### src/rtl/adram_pkg.sv
package adram_pkg;

    typedef enum logic [3:0] {
        ST_PWRUP   = 4'd0,
        ST_INIT_RAS,
        ST_INIT_PRE,
        ST_IDLE,
        ST_ROW,
        ST_COL,
        ST_PRE,
        ST_REF_CAS,
        ST_REF_RAS
    } ctl_state_e;

    typedef struct packed {
        logic ras_n;
        logic cas_n;
        logic we_n;
        logic oe_n;
    } strobe_t;

    function automatic int max2(input int a, input int b);
        return (a > b) ? a : b;
    endfunction

    function automatic int addr_bits(input bit big_refresh);
        return big_refresh ? 12 : 11;
    endfunction

    // cycles between refresh requests: period / rows, in clocks
    function automatic int ref_interval(input bit big_refresh, input int clk_mhz);
        int rows;
        int period_us;
        rows      = big_refresh ? 4096 : 2048;
        period_us = big_refresh ? 64000 : 32000;
        return (period_us * clk_mhz) / rows;
    endfunction

endpackage

### src/rtl/adram_delay.sv
module adram_delay #(
    parameter int W       = 8,
    parameter int RST_VAL = 0
) (
    input  logic         clk,
    input  logic         rst,
    input  logic         load,
    input  logic [W-1:0] len,
    output logic         done
);
    logic [W-1:0] cnt_q;

    always_ff @(posedge clk) begin
        if (rst) begin
            cnt_q <= W'(RST_VAL);
        end else if (load) begin
            cnt_q <= len - W'(1);
        end else if (cnt_q != '0) begin
            cnt_q <= cnt_q - W'(1);
        end
    end

    assign done = (cnt_q == '0);
endmodule

### src/rtl/adram_refresh_sched.sv
module adram_refresh_sched #(
    parameter int INTERVAL = 781
) (
    input  logic clk,
    input  logic rst,
    input  logic enable,
    input  logic ack,
    output logic pend
);
    localparam int CW = $clog2(INTERVAL + 1);

    logic [CW-1:0] cnt_q;
    logic          pend_q;

    always_ff @(posedge clk) begin
        if (rst) begin
            cnt_q  <= CW'(INTERVAL - 1);
            pend_q <= 1'b0;
        end else if (enable) begin
            if (cnt_q == '0) begin
                cnt_q  <= CW'(INTERVAL - 1);
                pend_q <= 1'b1;
            end else begin
                cnt_q <= cnt_q - CW'(1);
                if (ack) pend_q <= 1'b0;
            end
        end
    end

    assign pend = pend_q;
endmodule

### src/rtl/adram_ctrl.sv
module adram_ctrl
    import adram_pkg::*;
#(
    parameter bit BIG_REFRESH  = 1'b0,
    parameter int DW           = 4,
    parameter int CLK_MHZ      = 50,
    parameter int PWRUP_CYC    = 200 * CLK_MHZ,
    parameter int N_INIT       = 8,
    parameter int T_RAS        = 3,
    parameter int T_RP         = 2,
    parameter int T_CP         = 1,
    parameter int T_RCD        = 1,
    parameter int T_ACC        = 3,
    parameter int T_CSR        = 1,
    parameter int REF_INTERVAL = ref_interval(BIG_REFRESH, CLK_MHZ),
    localparam int AW          = addr_bits(BIG_REFRESH)
) (
    input  logic            clk,
    input  logic            rst,
    input  logic            host_req,
    input  logic            host_we,
    input  logic [2*AW-1:0] host_addr,
    input  logic [DW-1:0]   host_wdata,
    output logic [DW-1:0]   host_rdata,
    output logic            host_ready,
    output logic            host_rvalid,
    output logic            dr_ras_n,
    output logic            dr_cas_n,
    output logic            dr_we_n,
    output logic            dr_oe_n,
    output logic [AW-1:0]   dr_ma,
    input  logic [DW-1:0]   dr_dq_in,
    output logic [DW-1:0]   dr_dq_out,
    output logic            dr_dq_oe
);
    // derived phase lengths
    localparam int COL_LEN = max2(max2(T_ACC, T_RAS - T_RCD), 1);
    localparam int PRE_LEN = max2(max2(T_RP, T_CP), 1);
    localparam int LONGEST = max2(max2(max2(PWRUP_CYC, T_RAS), max2(T_RCD, T_CSR)),
                                  max2(COL_LEN, PRE_LEN));
    localparam int TW      = $clog2(LONGEST + 1);
    localparam int IW      = $clog2(N_INIT + 1);

    typedef struct packed {
        logic          we;
        logic [AW-1:0] row;
        logic [AW-1:0] col;
        logic [DW-1:0] wd;
    } host_req_t;

    ctl_state_e st_q, st_d;
    host_req_t  req_q;
    logic [IW-1:0] init_cnt_q;
    logic       init_done_q;
    logic       tmr_load, tmr_done;
    logic [TW-1:0] tmr_len;
    logic       ref_pend, ref_ack;
    logic       accept, rd_cap, init_step;
    strobe_t    pins;
    logic [DW-1:0] rdata_q;
    logic       rvalid_q;

    adram_delay #(.W(TW), .RST_VAL(PWRUP_CYC - 1)) u_delay (
        .clk  (clk),
        .rst  (rst),
        .load (tmr_load),
        .len  (tmr_len),
        .done (tmr_done)
    );

    adram_refresh_sched #(.INTERVAL(REF_INTERVAL)) u_ref (
        .clk    (clk),
        .rst    (rst),
        .enable (init_done_q),
        .ack    (ref_ack),
        .pend   (ref_pend)
    );

    // next-state and phase-timer loading
    always_comb begin
        st_d      = st_q;
        tmr_load  = 1'b0;
        tmr_len   = '0;
        ref_ack   = 1'b0;
        accept    = 1'b0;
        rd_cap    = 1'b0;
        init_step = 1'b0;
        unique case (st_q)
            ST_PWRUP: if (tmr_done) begin
                st_d = ST_INIT_RAS; tmr_load = 1'b1; tmr_len = TW'(T_RAS);
            end
            ST_INIT_RAS: if (tmr_done) begin
                st_d = ST_INIT_PRE; tmr_load = 1'b1; tmr_len = TW'(T_RP);
            end
            ST_INIT_PRE: if (tmr_done) begin
                init_step = 1'b1;
                if (init_cnt_q == IW'(N_INIT - 1)) begin
                    st_d = ST_IDLE;
                end else begin
                    st_d = ST_INIT_RAS; tmr_load = 1'b1; tmr_len = TW'(T_RAS);
                end
            end
            ST_IDLE: begin
                if (ref_pend) begin
                    st_d = ST_REF_CAS; tmr_load = 1'b1; tmr_len = TW'(T_CSR);
                    ref_ack = 1'b1;
                end else if (host_req) begin
                    st_d = ST_ROW; tmr_load = 1'b1; tmr_len = TW'(T_RCD);
                    accept = 1'b1;
                end
            end
            ST_ROW: if (tmr_done) begin
                st_d = ST_COL; tmr_load = 1'b1; tmr_len = TW'(COL_LEN);
            end
            ST_COL: if (tmr_done) begin
                st_d = ST_PRE; tmr_load = 1'b1; tmr_len = TW'(PRE_LEN);
                rd_cap = !req_q.we;
            end
            ST_PRE: if (tmr_done) begin
                st_d = ST_IDLE;
            end
            ST_REF_CAS: if (tmr_done) begin
                st_d = ST_REF_RAS; tmr_load = 1'b1; tmr_len = TW'(T_RAS);
            end
            ST_REF_RAS: if (tmr_done) begin
                st_d = ST_PRE; tmr_load = 1'b1; tmr_len = TW'(PRE_LEN);
            end
            default: st_d = ST_IDLE;
        endcase
    end

    always_ff @(posedge clk) begin
        if (rst) begin
            st_q        <= ST_PWRUP;
            req_q       <= '0;
            init_cnt_q  <= '0;
            init_done_q <= 1'b0;
            rdata_q     <= '0;
            rvalid_q    <= 1'b0;
        end else begin
            st_q     <= st_d;
            rvalid_q <= rd_cap;
            if (accept) begin
                req_q.we  <= host_we;
                req_q.row <= host_addr[2*AW-1:AW];
                req_q.col <= host_addr[AW-1:0];
                req_q.wd  <= host_wdata;
            end
            if (init_step) init_cnt_q <= init_cnt_q + IW'(1);
            if (init_step && st_d == ST_IDLE) init_done_q <= 1'b1;
            if (rd_cap) rdata_q <= dr_dq_in;
        end
    end

    // strobe decode
    always_comb begin
        pins = '{ras_n: 1'b1, cas_n: 1'b1, we_n: 1'b1, oe_n: 1'b1};
        unique case (st_q)
            ST_INIT_RAS, ST_ROW: pins.ras_n = 1'b0;
            ST_COL: begin
                pins.ras_n = 1'b0;
                pins.cas_n = 1'b0;
                pins.we_n  = !req_q.we;
                pins.oe_n  = req_q.we;
            end
            ST_REF_CAS: pins.cas_n = 1'b0;
            ST_REF_RAS: begin
                pins.ras_n = 1'b0;
                pins.cas_n = 1'b0;
            end
            default: ;
        endcase
    end

    always_comb begin
        unique case (st_q)
            ST_ROW:      dr_ma = req_q.row;
            ST_COL:      dr_ma = req_q.col;
            ST_INIT_RAS: dr_ma = AW'(init_cnt_q);
            default:     dr_ma = '0;
        endcase
    end

    assign dr_ras_n    = pins.ras_n;
    assign dr_cas_n    = pins.cas_n;
    assign dr_we_n     = pins.we_n;
    assign dr_oe_n     = pins.oe_n;
    assign dr_dq_out   = req_q.wd;
    assign dr_dq_oe    = req_q.we && (st_q == ST_ROW || st_q == ST_COL);
    assign host_ready  = (st_q == ST_IDLE) && !ref_pend;
    assign host_rdata  = rdata_q;
    assign host_rvalid = rvalid_q;
endmodule

### config.mk
export PLATFORM = sky130hd
export DESIGN_NAME = adram_ctrl
export DESIGN_NICKNAME = d
export VERILOG_FILES = /design/src/rtl/adram_pkg.sv /design/src/rtl/adram_delay.sv /design/src/rtl/adram_refresh_sched.sv /design/src/rtl/adram_ctrl.sv
export SDC_FILE = /design/constraint.sdc
export NUM_CORES = 1
export LEC_CHECK = 0
export CORE_ASPECT_RATIO = 1.75
export CORE_MARGIN = 5
export CORE_UTILIZATION = 39
export CTS_CLUSTER_SIZE = 20
export DETAILED_ROUTE_END_ITERATION = 16
export DONT_BUFFER_PORTS = 1
export MAX_ROUTING_LAYER = met4
export SKIP_CTS_REPAIR_TIMING = 1
export SLEW_MARGIN = 10
export SYNTH_ARGS = -nofsm -noshare
export SYNTH_HDL_FRONTEND = slang
export SYNTH_HIERARCHICAL = 1
export SYNTH_SLANG_ARGS = --single-unit
### constraint.sdc
create_clock -name clk -period 3.2 [get_ports clk]
set_input_delay 0.64 -clock clk [delete_from_list [all_inputs] [get_ports clk]]
set_output_delay 0.64 -clock clk [all_outputs]
set_load 0.02 [all_outputs]
# Yosys cells after proc, flatten, opt, wreduce, memory -nomap -nowiden
# Index checks and enable logic that the tools add are counted.
[word_totals]
inputBits = 34
output_inout_bits = 26
ff_bits = 66
wordCells = 85
[classes]
add_sub_neg = 4
reduce_logical = 19
n_eq_ne = 10
mux = 40
[ops]
columns = ["op", "n"]
rows = [
  ["$mux W4", 9],
  ["$pmux W11 S3", 1],
  ["$pmux W4 S8", 1],
  ["$mux W14", 2],
  ["$eq A4 B3 Y1 const B", 5],
  ["$mux W1", 18],
  ["$logic_not A14 Y1", 1],
  ["$reduce_bool A14 Y1", 1],
  ["$sub A14 B1 Y14 const B", 1],
  ["$eq A4 B2 Y1 const B", 3],
  ["$mux W2", 6],
  ["$logic_not A10 Y1", 1],
  ["$mux W10", 1],
  ["$sub A10 B1 Y10 const B", 1],
  ["$reduce_or A3 Y1", 3],
  ["$pmux W2 S4", 1],
  ["$reduce_or A6 Y1", 1],
  ["$add A4 B1 Y4 const B", 1],
  ["$eq A4 B1 Y1 const B", 1],
  ["$eq A4 B4 Y1 const B", 1],
  ["$logic_not A4 Y1", 1],
  ["$reduce_bool A2 Y1", 2],
  ["$reduce_or A4 Y1", 1],
  ["$logic_and A1 B1 Y1", 3],
  ["6 further kinds", 7],
]

# Logic depth before layout (Yosys ltp)
[depth]
depth_word = 6
ltp_mapped = 14
ltp_nobuf = 12

# By module
# Netlist, hierarchy kept.
[by_module_without_submodules]
columns = ["module", "n_inst", "seq_area_each_um2", "area_per_inst_um2", "cells_per_inst"]
rows = [
  ["adram_ctrl", 1, 820.8, 2058.2, 245],
  ["adram_delay", 1, 280.3, 1058.5, 106],
  ["adram_refresh_sched", 1, 220.2, 548.0, 61],
]

# Worst setup path before layout
# Ideal clock, no wire load.
[synth_path]
path_type = "reg2reg"
from = "register u_delay.cnt_q[2]"
to = "register u_delay.cnt_q[8]"
path_buffers = 4
path_stages_with_launch = 15
setup_slack_ns = -0.119
synth_period_minus_slack_ns = 3.319
setup_ns = 0.122
arrival_ns = 3.197
path_cell_list = "dfxtp_1 > nor4_1 > and4_1 > buf_2 > buf_2 > inv_1 > o21ai_0 > buf_2 > buf_2 > mux2i_1 > ha_1 > o21ai_1 > nor3_2 > xor2_1 > a221o_1"
[synth_via]
word_cells_on_any_way = 14
classes_between = "add/sub: 2; mux: 9; reduce/logical: 3"
[synth_lines]
columns = ["item", "line", "source"]
rows = [
  ["from (decl)", "adram_delay.sv:11", "logic [W-1:0] cnt_q;"],
  ["from (signal assigned)", "adram_delay.sv:15", "cnt_q <= W'(RST_VAL);"],
  ["from (signal assigned)", "adram_delay.sv:17", "cnt_q <= len - W'(1);"],
  ["from (signal assigned)", "adram_delay.sv:19", "cnt_q <= cnt_q - W'(1);"],
  ["$logic_not A14 Y1 *", "adram_delay.sv:23", "assign done = (cnt_q == '0);"],
  ["net tmr_done", "adram_ctrl.sv:55", "logic tmr_load, tmr_done;"],
  ["$mux W1, on equally long branches", "--", ""],
  ["$pmux W1 S3 *", "adram_ctrl.sv:88", "unique case (st_q)"],
  ["net tmr_load", "adram_ctrl.sv:55", ""],
  ["$mux W14 / $reduce_bool A2 Y1 (equally long branches)", "--", ""],
]
# Mark *: on every way through the listed nets, which the timed path passes. The rest lies on a longest branch. The select of a mux whose other input is x is not followed.
# A chain may end at the register's enable or synchronous reset.

# Worst setup path after layout
[layout_path]
from = "register u_delay.cnt_q[2]"
to = "register u_delay.cnt_q[8]"
[layout_via]
elab_chain_cells = 5
word_cells_on_any_way = 14
classes_between = "add/sub: 2; mux: 9; reduce/logical: 3"
[layout_rtl]
columns = ["item", "line", "source"]
rows = [
  ["$logic_not A14 Y1 *", "adram_delay.sv:23", ""],
  ["net tmr_done", "adram_ctrl.sv:55", ""],
  ["$mux W2, on equally long branches", "--", ""],
  ["$pmux W2 S4 *", "adram_ctrl.sv:88", ""],
  ["net tmr_len[0]", "adram_ctrl.sv:56", "logic [TW-1:0] tmr_len;"],
  ["$sub A2 B1 Y3 *", "adram_delay.sv:17", ""],
  ["$mux W14 *", "adram_delay.sv:16", "end else if (load) begin"],
]
# Marked as above.

==> flow_metrics.env <==
export IMPL_leakage_nw=1.39
export IMPL_cts_made_buffers=9
export IMPL_postSynthCellCount=412
export IMPL_die_h_um=138
export IMPL_preCtsSetupSlack_ns=0.152
export IMPL_p_comb_share_pct=1.4
export IMPL_grt_max_degree=64
export IMPL_synth_edf_count=0
export IMPL_synth_xor_area_share_pct=4.54
export IMPL_yosys_area_share_simple_pct=27.6
export IMPL_synth_distinct_cells=77
export IMPL_place_hpwl_mm=6.05
export IMPL_grt_pass1_vias=3027
export IMPL_vias=2919
export IMPL_drive_gt1_share_pct=19.6
export IMPL_syn_area_um2=3660
export IMPL_worst_setup_path_start_kind="flop"
export IMPL_io_pins=60
export IMPL_rsz0062_at_grt="no"
export IMPL_powerDensity_nw_per_um2=448
export IMPL_drc=0
export IMPL_synth_compound_area_share_pct=19.1
export IMPL_worstPathRequired_ns=3.41
export IMPL_coreArea_um2=9150
export IMPL_cts_clk_slew_worst_paths_ns=0.05
export IMPL_dpl_cell_area_um2=3770
export IMPL_slew_headroom_pct=56.5
export IMPL_die_w_um=83.3
export IMPL_synthMuxAreaShare_pct=5.29
export IMPL_drt_iter0_drc=161
export IMPL_cell_internal_pwr_mw=1.46
export IMPL_holdCritStartpoint="rst"
export IMPL_cts_path_max_buffers=2
export IMPL_fin_cells=549
export IMPL_status="finished, final reports clean"
export IMPL_worst_ep_arrival_time_ns=3.19
export IMPL_area_growth_pct=11.6
export IMPL_synthFlopType="dfxtp_1"
export IMPL_timing_final_ws_setup_ns=0.220
export IMPL_routed_top_layer="met4"
export IMPL_vias_per_cell=5.32
export IMPL_yosysSeqAreaShare_pct=36.1
export IMPL_p_seq_share_pct=45.2
export IMPL_clockRootBuffer="clkbuf_16"
export IMPL_ys_async_sr_fraction_pct=0
export IMPL_cts_tree="done"
export IMPL_cap_viol_max_count=0
export IMPL_overflow=0
export IMPL_wl_per_cell_um=14.9
export IMPL_grt_pass1_wl_mm=14.1
export IMPL_ir_drop_mv=0.329
export IMPL_skew_ns=0.00543
export IMPL_layout_worst_path_cycle_share_pct=93.1
export IMPL_ys_ff_latch=66
export IMPL_track_usage_pct=15.0
export IMPL_final_cell_area_um2=4090
export IMPL_hold_viol_final=0
export IMPL_gp_congestion=0.824
export IMPL_num_rows=46
export IMPL_synthAdderAreaFrac_pct=1.02
export IMPL_final_cell_mix="66 x dfxtp_1, 64 x nand2_1, 25 x conb_1"
export IMPL_power_mw=1.83
export IMPL_synth_top_area_share_pct=36.1
export IMPL_tns_ns=0
export IMPL_p_switching_uw=374
export IMPL_nets=461
export IMPL_worstPathMaxFanout=5
export IMPL_routed_wl_mm=8.16
export IMPL_worstSetupPathType="flop to flop"
export IMPL_slew_viol_final=0
export IMPL_route_met3_wl_um=313
export IMPL_routed_wl_met2_mm=4.39
export IMPL_dr_pass1_iters=4
export IMPL_dieArea_um2=11500
export IMPL_switching_share_pct=20.4
export IMPL_yosysWarnings=6
export IMPL_htree_levels=3
export IMPL_antenna_found_initial=0
export IMPL_synth_top_cell_by_area="dfxtp_1"
export IMPL_fmax_mhz=336
export IMPL_worst_slew_pin_slew_ns=0.645
export IMPL_setup_viol=0
export IMPL_synth_top_family_by_area="simple AND/OR/NAND/NOR gates"
export IMPL_final_min_clock_period_ns=2.98
export IMPL_met1_length_mm=3.30
export IMPL_min_path_type="primary input to flop"
export IMPL_cts_sinks=66
export IMPL_end_kind="flop"
export IMPL_power_share_clock_pct=53.4
export IMPL_avgSynthCellArea_um2=8.90
export IMPL_dp_cells=533
export IMPL_initial_core_util_pct=40.0
export IMPL_worstSetupStartpoint="u_delay/cnt_q[2]"
export IMPL_utilization_pct=44.7
export IMPL_io_buffer_count=0
export IMPL_hold_ws_ns=0.390
export IMPL_r2r_start="u_delay/cnt_q[2]"
export IMPL_ant_nets=0
export IMPL_final_common_cell="dfxtp_1"
export IMPL_antenna_cells=0
export IMPL_clk_latency_ns=0.32
export IMPL_synth_area_leaders="dfxtp_1 36%, nand2_1 6.6%, a21oi_2 4.8%"
==> final timing paths <==
path / endpoint / slack [ns] / cells past startpoint
setup reg to reg: u_delay/cnt_q[8] / 0.22 / 12
hold reg to reg: req_q[13] / 0.45 / 2
hold / removal: u_ref/cnt_q[4] / 0.39 / 1
setup / recovery: u_delay/cnt_q[8] / 0.22 / 12
==> cell families (layout without fill, tap and decap cells) <==
logic type      count (synthesis)  count (layout)
fa+ha+maj                       3               3
compound gates                 93              93
buf+inv                        41              34
xor+xnor                       19              19
mux                            18              18
other cells                     1              25
simple gates                  171             171
flops                          66              66
==> synthesized netlist by cell type, drive strengths merged, types with 2 or more instances <==
library cell and instances:
clkbuf 6, xor2 5, or2 2, nor2b 2, o211ai 3, o31ai 2
inv 12, mux2i 17, a22o 8, nor3b 9, o21ai 10, a211oi 2
nor4b 2, and2 4, nor2 23, nor4 9, nand3 6, and3 2
and4bb 2, a21oi 40, nor3 15, or3 3, nand3b 5, nand2b 3
buf 23, or4 2, or3b 2, a22oi 5, xnor2 14, o22ai 4
ha 3, o21bai 4, nand2 74, a21o 3, dfxtp 66
==> per-layer routing <==
layer	track usage, %	up-vias
li1	-	1460
met1	15.7	1378
met2	27.1	65
met3	2.91	16
met4	5.94	0
met5	-	-
==> power by group through the flow <==
stage               Sequential [mW]  Combinational (mW)  Clock, mW
finish                        0.829              0.0249      0.980
global route                  0.828              0.0284       1.04
CTS                           0.828              0.0244       1.00
detailed placement            0.846              0.0243          0
global placement              0.846              0.0241          0
floorplan                     0.846              0.0324          0
==> registers in the layout, summed over array words and instances, names as in the netlist <==
signal         cells
dr_dq_out          4
host_rdata         4
host_rvalid        1
init_cnt_q         4
init_done_q        1
req_q             23
st_q               4
u_delay/cnt_q     14
u_ref/cnt_q       10
u_ref/pend         1
==> area by class of cell <==
cell class	instances	area, um^2
inverters	12	45.0
clock buffers	10	239
well taps	120	150
fillers	888	5060
multi-input cells	329	2220
flip-flops and latches	66	1320
clock inverters	6	66.3
repair buffers	6	48.8
==> worst max-delay path, cell delays in order (launching register included) <==
cell and delay, ns:
dfxtp_1 0.36, nor4_2 0.35, and4_1 0.31, nand2_1 0.18, nor3_4 0.25, nand2_1 0.08
o311ai_1 0.15, mux2i_4 0.15, ha_1 0.27, o21ai_1 0.19, nor3_2 0.11, xor2_1 0.15
a221o_1 0.31
Power figures use the tool's default switching activity.
